`src/rtl/dly_inval_pkg.sv`:
```
package dly_inval_pkg;

  // Strobes from the control into the datapath.
  typedef struct packed {
    logic push;        // add the store block to the buffer
    logic pop;         // drop the head entry, head is on the output
    logic pass;        // capture the store block for immediate send
    logic applyStale;  // acquire: invalidate all stale blocks
    logic markStale;   // record the incoming block as stale
    logic dropNow;     // invalidate the incoming block at once
  } ctlStrobes_t;

  // Status from the datapath back to the control.
  typedef struct packed {
    logic hit;    // store block already buffered
    logic full;
    logic empty;
    logic last;   // exactly one entry left
  } sbStatus_t;

endpackage

```
`src/rtl/dly_inval_dp.sv`:
```
module dly_inval_dp
  import dly_inval_pkg::*;
#(
  parameter int NUM_BLOCKS = 8,
  parameter int SB_DEPTH   = 4,
  localparam int BLK_W = $clog2(NUM_BLOCKS),
  localparam int CNT_W = $clog2(SB_DEPTH + 1)
) (
  input  logic                  clk,
  input  logic                  rstN,
  input  ctlStrobes_t           strobes,
  input  logic [BLK_W-1:0]      storeBlk,
  input  logic [BLK_W-1:0]      invInBlk,
  input  logic                  fillValid,
  input  logic [BLK_W-1:0]      fillBlk,
  output sbStatus_t             status,
  output logic [BLK_W-1:0]      outBlk,
  output logic [NUM_BLOCKS-1:0] blkValid
);

  logic [BLK_W-1:0]      sbEntry [SB_DEPTH];
  logic [CNT_W-1:0]      sbCount;
  logic [BLK_W-1:0]      passBlk;
  logic [NUM_BLOCKS-1:0] validQ, staleQ, validD, staleD;

  // Buffer status
  always_comb begin
    status.hit = 1'b0;
    for (int i = 0; i < SB_DEPTH; i++) begin
      if (CNT_W'(i) < sbCount && sbEntry[i] == storeBlk) status.hit = 1'b1;
    end
    status.full  = (sbCount == CNT_W'(SB_DEPTH));
    status.empty = (sbCount == '0);
    status.last  = (sbCount == CNT_W'(1));
  end

  // Store buffer: append at the tail, shift out at the head
  always_ff @(posedge clk) begin
    if (!rstN) begin
      sbCount <= '0;
      passBlk <= '0;
      for (int i = 0; i < SB_DEPTH; i++) sbEntry[i] <= '0;
    end else begin
      if (strobes.pass) passBlk <= storeBlk;
      if (strobes.push) begin
        for (int i = 0; i < SB_DEPTH; i++) begin
          if (sbCount == CNT_W'(i)) sbEntry[i] <= storeBlk;
        end
        sbCount <= sbCount + CNT_W'(1);
      end else if (strobes.pop) begin
        for (int i = 0; i < SB_DEPTH - 1; i++) sbEntry[i] <= sbEntry[i+1];
        sbEntry[SB_DEPTH-1] <= '0;
        sbCount <= sbCount - CNT_W'(1);
      end
    end
  end

  assign outBlk = strobes.pop ? sbEntry[0] : passBlk;

  // Valid and stale bits. Acquire first, then fill, then the new arrival.
  always_comb begin
    validD = validQ;
    staleD = staleQ;
    if (strobes.applyStale) begin
      validD = validQ & ~staleQ;
      staleD = '0;
    end
    if (fillValid) begin
      validD[fillBlk] = 1'b1;
      staleD[fillBlk] = 1'b0;
    end
    if (strobes.markStale) staleD[invInBlk] = 1'b1;
    if (strobes.dropNow)   validD[invInBlk] = 1'b0;
  end

  always_ff @(posedge clk) begin
    if (!rstN) begin
      validQ <= '0;
      staleQ <= '0;
    end else begin
      validQ <= validD;
      staleQ <= staleD;
    end
  end

  assign blkValid = validQ;

endmodule

```
`src/rtl/dly_inval_ctl.sv`:
```
module dly_inval_ctl
  import dly_inval_pkg::*;
(
  input  logic        clk,
  input  logic        rstN,
  input  logic [1:0]  modeSel,
  input  logic        storeValid,
  input  logic        storeOwned,
  input  logic        releaseReq,
  input  logic        acquireReq,
  input  logic        invInValid,
  input  sbStatus_t   status,
  output ctlStrobes_t strobes,
  output logic        storeStall,
  output logic        draining,
  output logic        passValid
);

  logic recvDelay, sendDelay, needInv, startDrain;

  assign recvDelay = modeSel[0];
  assign sendDelay = modeSel[1];
  assign needInv   = storeValid & ~storeOwned;

  assign storeStall = needInv & (draining | (sendDelay & status.full & ~status.hit));

  always_comb begin
    strobes            = '0;
    strobes.push       = needInv & sendDelay & ~draining & ~status.hit & ~status.full;
    strobes.pass       = needInv & ~sendDelay & ~draining;
    strobes.pop        = draining;
    strobes.applyStale = acquireReq;
    strobes.markStale  = invInValid & recvDelay;
    strobes.dropNow    = invInValid & ~recvDelay;
  end

  assign startDrain = releaseReq & sendDelay & ~draining & (~status.empty | strobes.push);

  always_ff @(posedge clk) begin
    if (!rstN) begin
      draining  <= 1'b0;
      passValid <= 1'b0;
    end else begin
      passValid <= strobes.pass;
      if (draining) begin
        if (status.last) draining <= 1'b0;
      end else if (startDrain) begin
        draining <= 1'b1;
      end
    end
  end

endmodule

```
`src/rtl/dly_inval_ctrl.sv`:
```
module dly_inval_ctrl
  import dly_inval_pkg::*;
#(
  parameter int NUM_BLOCKS = 8,
  parameter int SB_DEPTH   = 4,
  localparam int BLK_W = $clog2(NUM_BLOCKS)
) (
  input  logic                  clk,
  input  logic                  rstN,
  input  logic [1:0]            modeSel,
  input  logic                  storeValid,
  input  logic [BLK_W-1:0]      storeBlk,
  input  logic                  storeOwned,
  output logic                  storeStall,
  input  logic                  releaseReq,
  input  logic                  acquireReq,
  input  logic                  invInValid,
  input  logic [BLK_W-1:0]      invInBlk,
  input  logic                  fillValid,
  input  logic [BLK_W-1:0]      fillBlk,
  output logic                  invOutValid,
  output logic [BLK_W-1:0]      invOutBlk,
  output logic                  busy,
  output logic [NUM_BLOCKS-1:0] blkValid
);

  ctlStrobes_t strobes;
  sbStatus_t   status;
  logic        draining, passValid;

  dly_inval_ctl ctl_i (
    .clk, .rstN, .modeSel, .storeValid, .storeOwned, .releaseReq,
    .acquireReq, .invInValid, .status, .strobes, .storeStall,
    .draining, .passValid
  );

  dly_inval_dp #(.NUM_BLOCKS(NUM_BLOCKS), .SB_DEPTH(SB_DEPTH)) dp_i (
    .clk, .rstN, .strobes, .storeBlk, .invInBlk, .fillValid, .fillBlk,
    .status, .outBlk(invOutBlk), .blkValid
  );

  assign invOutValid = draining | passValid;
  assign busy        = draining;

endmodule

```
`config.mk`:
```
export PLATFORM = sky130hd
export DESIGN_NAME = dly_inval_ctrl
export DESIGN_NICKNAME = d
export VERILOG_FILES = /design/src/rtl/dly_inval_pkg.sv /design/src/rtl/dly_inval_dp.sv /design/src/rtl/dly_inval_ctl.sv /design/src/rtl/dly_inval_ctrl.sv
export SDC_FILE = /design/constraint.sdc
export NUM_CORES = 1
export LEC_CHECK = 0
export BUFFER_PORTS_ARGS = -buffer_cell sky130_fd_sc_hd__buf_2
export CAP_MARGIN = 5
export CORE_ASPECT_RATIO = 1.2
export CORE_MARGIN = 3
export CORE_UTILIZATION = 40
export DETAILED_ROUTE_END_ITERATION = 6
export HOLD_SLACK_MARGIN = 0.1
export PLACE_DENSITY_LB_ADDON = 0.08
export SYNTH_ARGS = -nofsm -noshare
export SYNTH_HDL_FRONTEND = slang
export SYNTH_HIERARCHICAL = 1
export SYNTH_SLANG_ARGS = --single-unit
```
`constraint.sdc`:
```
create_clock -name clk -period 4.2 [get_ports clk]
set_clock_uncertainty 0.1 [all_clocks]
set_input_delay 0.42 -clock clk [delete_from_list [all_inputs] [get_ports clk]]
set_output_delay 0.42 -clock clk [all_outputs]
set_load 0.1 [all_outputs]
```
==> run_results.csv <==
group,metric,value,unit
yosys,ys.flop_type,"dfxtp_1",
grt,grt_max_degree,22,
critical_path,startpoint,"dp_i/sbCount[2]",
critical_path,path_cells,"nor3_1 -> or4_1 -> nand4_1 -> inv_1 -> nand2_1 -> nor4_1 -> buf_4 -> nand2b_1 -> nor2_1 -> a22o_2",
floorplan,ioPinCount,33,
cts,cts_tree,"built",
critical_path,cp_slowest_stage_delay,600,ps
detailed_routing,routed_wirelength,4546,µm
timing,fmax,363.4,MHz
grt,gr-total-overflow,0,
yosys,synth_area,0.001993,mm²
critical_path,cp-end-kind,"register",
detailed_routing,wl_per_cell,14.86,µm
pwr,intPower,564.0,µW
critical_path,r2r-start,"dp_i/sbCount[2]",
cts,ctsHtreeMaxLevel,2,
yosys,synthArstFlopShare,0,%
timing,hold_viol_final,0,
cts,cts_hold_buf,0,
pwr,swShare,33.66,%
cells_and_area,fin_nets,271,
pwr,p_sw,286.2,µW
detailed_routing,num_vias,1634,
hold_path,hp-start,"releaseReq",
timing,setup_viol,0,
grt,antenna_found_initial,0,
timing,slew_violations,0,
floorplan,rows,27,
yosys,seq_area_frac_synth,40.68,%
cts,cts-root-buf,"clkbuf_8",
floorplan,initial_core_util,42.45,%
critical_path,crit_fanout,14,
yosys,ys_ff_latch,36,
critical_path,cp_data_required_time,4270,ps
floorplan,core_area,0.004696,mm²
detailed_routing,antenna_left,0,
critical_path,slowest_stage,"dfxtp_1",
floorplan,die_width,70.44,µm
pwr,clkPwrFrac,27.9,%
timing,period_minus_slack,2752,ps
floorplan,die-area,0.005869,mm²
yosys,synth.area.top_cells,"dfxtp_1 (27%), edfxtp_1 (14%), nand2_1 (4.9%)",
pwr,comb_power_share,24.7,%
cts,postCtsSetupBuffers,0,
detailed_routing,drt_iter0_drc,80,
timing,max-slew-margin-rel,59.64,%
critical_path,startpoint_type,"register",
timing,worst_pin_slew,597.0,ps
cells_and_area,syn2layout_area_growth,12.81,%
placement,dpl.hpwl,3360,µm
placement,place.gp.congestion,0.7564,
grt,grt_usage,15.68,%
yosys,syn_inst,219,
timing,rsz0062_at_grt,"false",
pwr,seq_power_share,47.4,%
cts,clk_pin_slew_worst_paths,70,ps
yosys,synth.largest_area_cell,"dfxtp_1",
yosys,ys_warn_count,6,
critical_path,crit_type,"register to register",
run_status,status,"completed",
yosys,synth_nets,243,
grt,grt_pass1_wl,7279,µm
critical_path,critical_path_buf_inv_count,2,
detailed_routing,drcViolationCount,0,
cells_and_area,drive_above_1_share,20.16,%
yosys,synth_area_per_cell,9.101,µm²
pwr,power.density,378.1,mW/mm²
cts,clkSinkCount,36,
pwr,p_leak,0.0008695,µW
cts,clock_latency,290,ps
yosys,yosys-top-cells-count,"dfxtp_1 (27), nand2_1 (26), nor2_1 (18)",
yosys,netlist.area_leader.share,27.12,%
cts,ctsResizeCount,0,
hold_path,hold_class,"input port to register",
cells_and_area,n_fill_cell,448,
yosys,synth_most_common_cell,"dfxtp_1",
floorplan,die_h,83.33,µm
timing,fin_ws,1448,ps
timing,fin_crit_sh,65.52,%
placement,port_buffers,32,
cts,numCtsBuffers,5,
timing,tns,0,ps
critical_path,crit_family,"simple AND/OR/NAND/NOR gates",
grt,grt_pass1_vias,1558,
pwr,ir_drop,167.7,µV
detailed_routing,first_pass_iters,4,
cells_and_area,diodes,0,
detailed_routing,via_per_inst,5.340,
job,drv_cap,0,
placement,dpl_worst_slack,1394,ps
yosys,synth.distinct_cells,51,
cts,clock_path_buffers,2,
critical_path,cp.arrival,2820,ps
yosys,synth-edff-count,9,
-- per-layer routing --
metal  global-route usage (%)  routed length [µm]  vias up
met2                    28.36                2379       30
met4                    6.272                  76        0
li1                         -                   -      835
met1                    17.36                1923      762
met5                        0                   0        -
met3                    3.511                 167        7
-- worst reg2reg max path, delay by kind of cell (launching register included) --
family / cells / cell delay, ps
compound gates: 1 / 220
buf+inv: 2 / 250
flops: 1 / 600
simple gates: 7 / 1470
-- through the flow --
stage	cells	instance area, µm²	hold WS, ps	util (%)	total power, µW
6_report	306	2248	301.3	47.88	850.2
5_1_grt	306	2248	320.7	47.88	891.5
4_1_cts	306	2248	294.7	47.88	861.0
3_5_place_dp	298	2167	347.8	46.15	622.1
3_3_place_gp	298	2167	345.6	46.15	622.0
2_1_floorplan	219	1993	356.1	-	574.4
-- area by class of cell --
type                       count  area (µm²)  share of cell area, %
clock buffer                   7       76.32                  3.395
clock inverter                 1       5.005                 0.2226
sequential                    36       810.8                  36.06
multi-input combinational    164        1090                  48.47
timing repair buffer          33       167.7                  7.457
tap                           58       72.57                  3.228
inverter                       7       26.28                  1.169
-- power groups by stage --
stage                     combinational (µW)  sequential (µW)  clock (µW)
after detailed placement                 210              412           0
final                                    210              403         237
after floorplan                          146              428           0
after global routing                     227              407         258
after CTS                                211              404         246
after global placement                   210              412           0
-- sequential cells by signal (all words and copies together) (netlist names) --
name	flops
ctl_i/passValid	1
dp_i/passBlk	3
ctl_i/draining	1
dp_i/blkValid	8
dp_i/staleQ	8
dp_i/sbCount	3
dp_i/sbEntry	12
-- cells in the final DEF, fill, tap and decap left out, types with 2 or more instances in the layout --
cell	instances
nor3b_1	2
nor2b_1	3
dfxtp_1	27
or4_1	2
a22o_1	6
o31ai_1	2
o21ai_0	9
a22o_2	3
nor2_1	18
nand2b_1	5
a21oi_1	13
or2_2	2
o32a_1	2
nor4bb_1	2
clkbuf_8	5
edfxtp_1	9
buf_2	32
nand3b_1	6
and2_1	3
nand2_1	26
ha_1	5
o21a_1	3
and3b_1	2
nor3_1	4
mux2i_1	3
nand4b_1	5
nand4_1	4
xor2_1	6
a21o_1	2
clkbuf_1	2
xnor2_1	7
mux2_2	3
inv_1	7
-- worst paths after layout --
kind                        endpoint  slack [ps]  cells past startpoint
hold reg to reg     dp_i/blkValid[7]         350                      2
hold / removal        ctl_i/draining         300                      3
setup reg to reg  dp_i/sbEntry[1][2]        1450                     10
setup / recovery  dp_i/sbEntry[1][2]        1450                     10
-- cell families after synthesis --
logic type	Yosys count	synth area share, %
AOI/OAI and AO/OA	48	16.51
muxes	6	3.201
DFF	36	40.68
buffers and inverters	19	4.645
and+or+nand+nor	92	26.11
adders and majority gates	5	3.139
xor gates and xnor gates	13	5.713
Note: power is estimated with default switching activity, not from simulation.
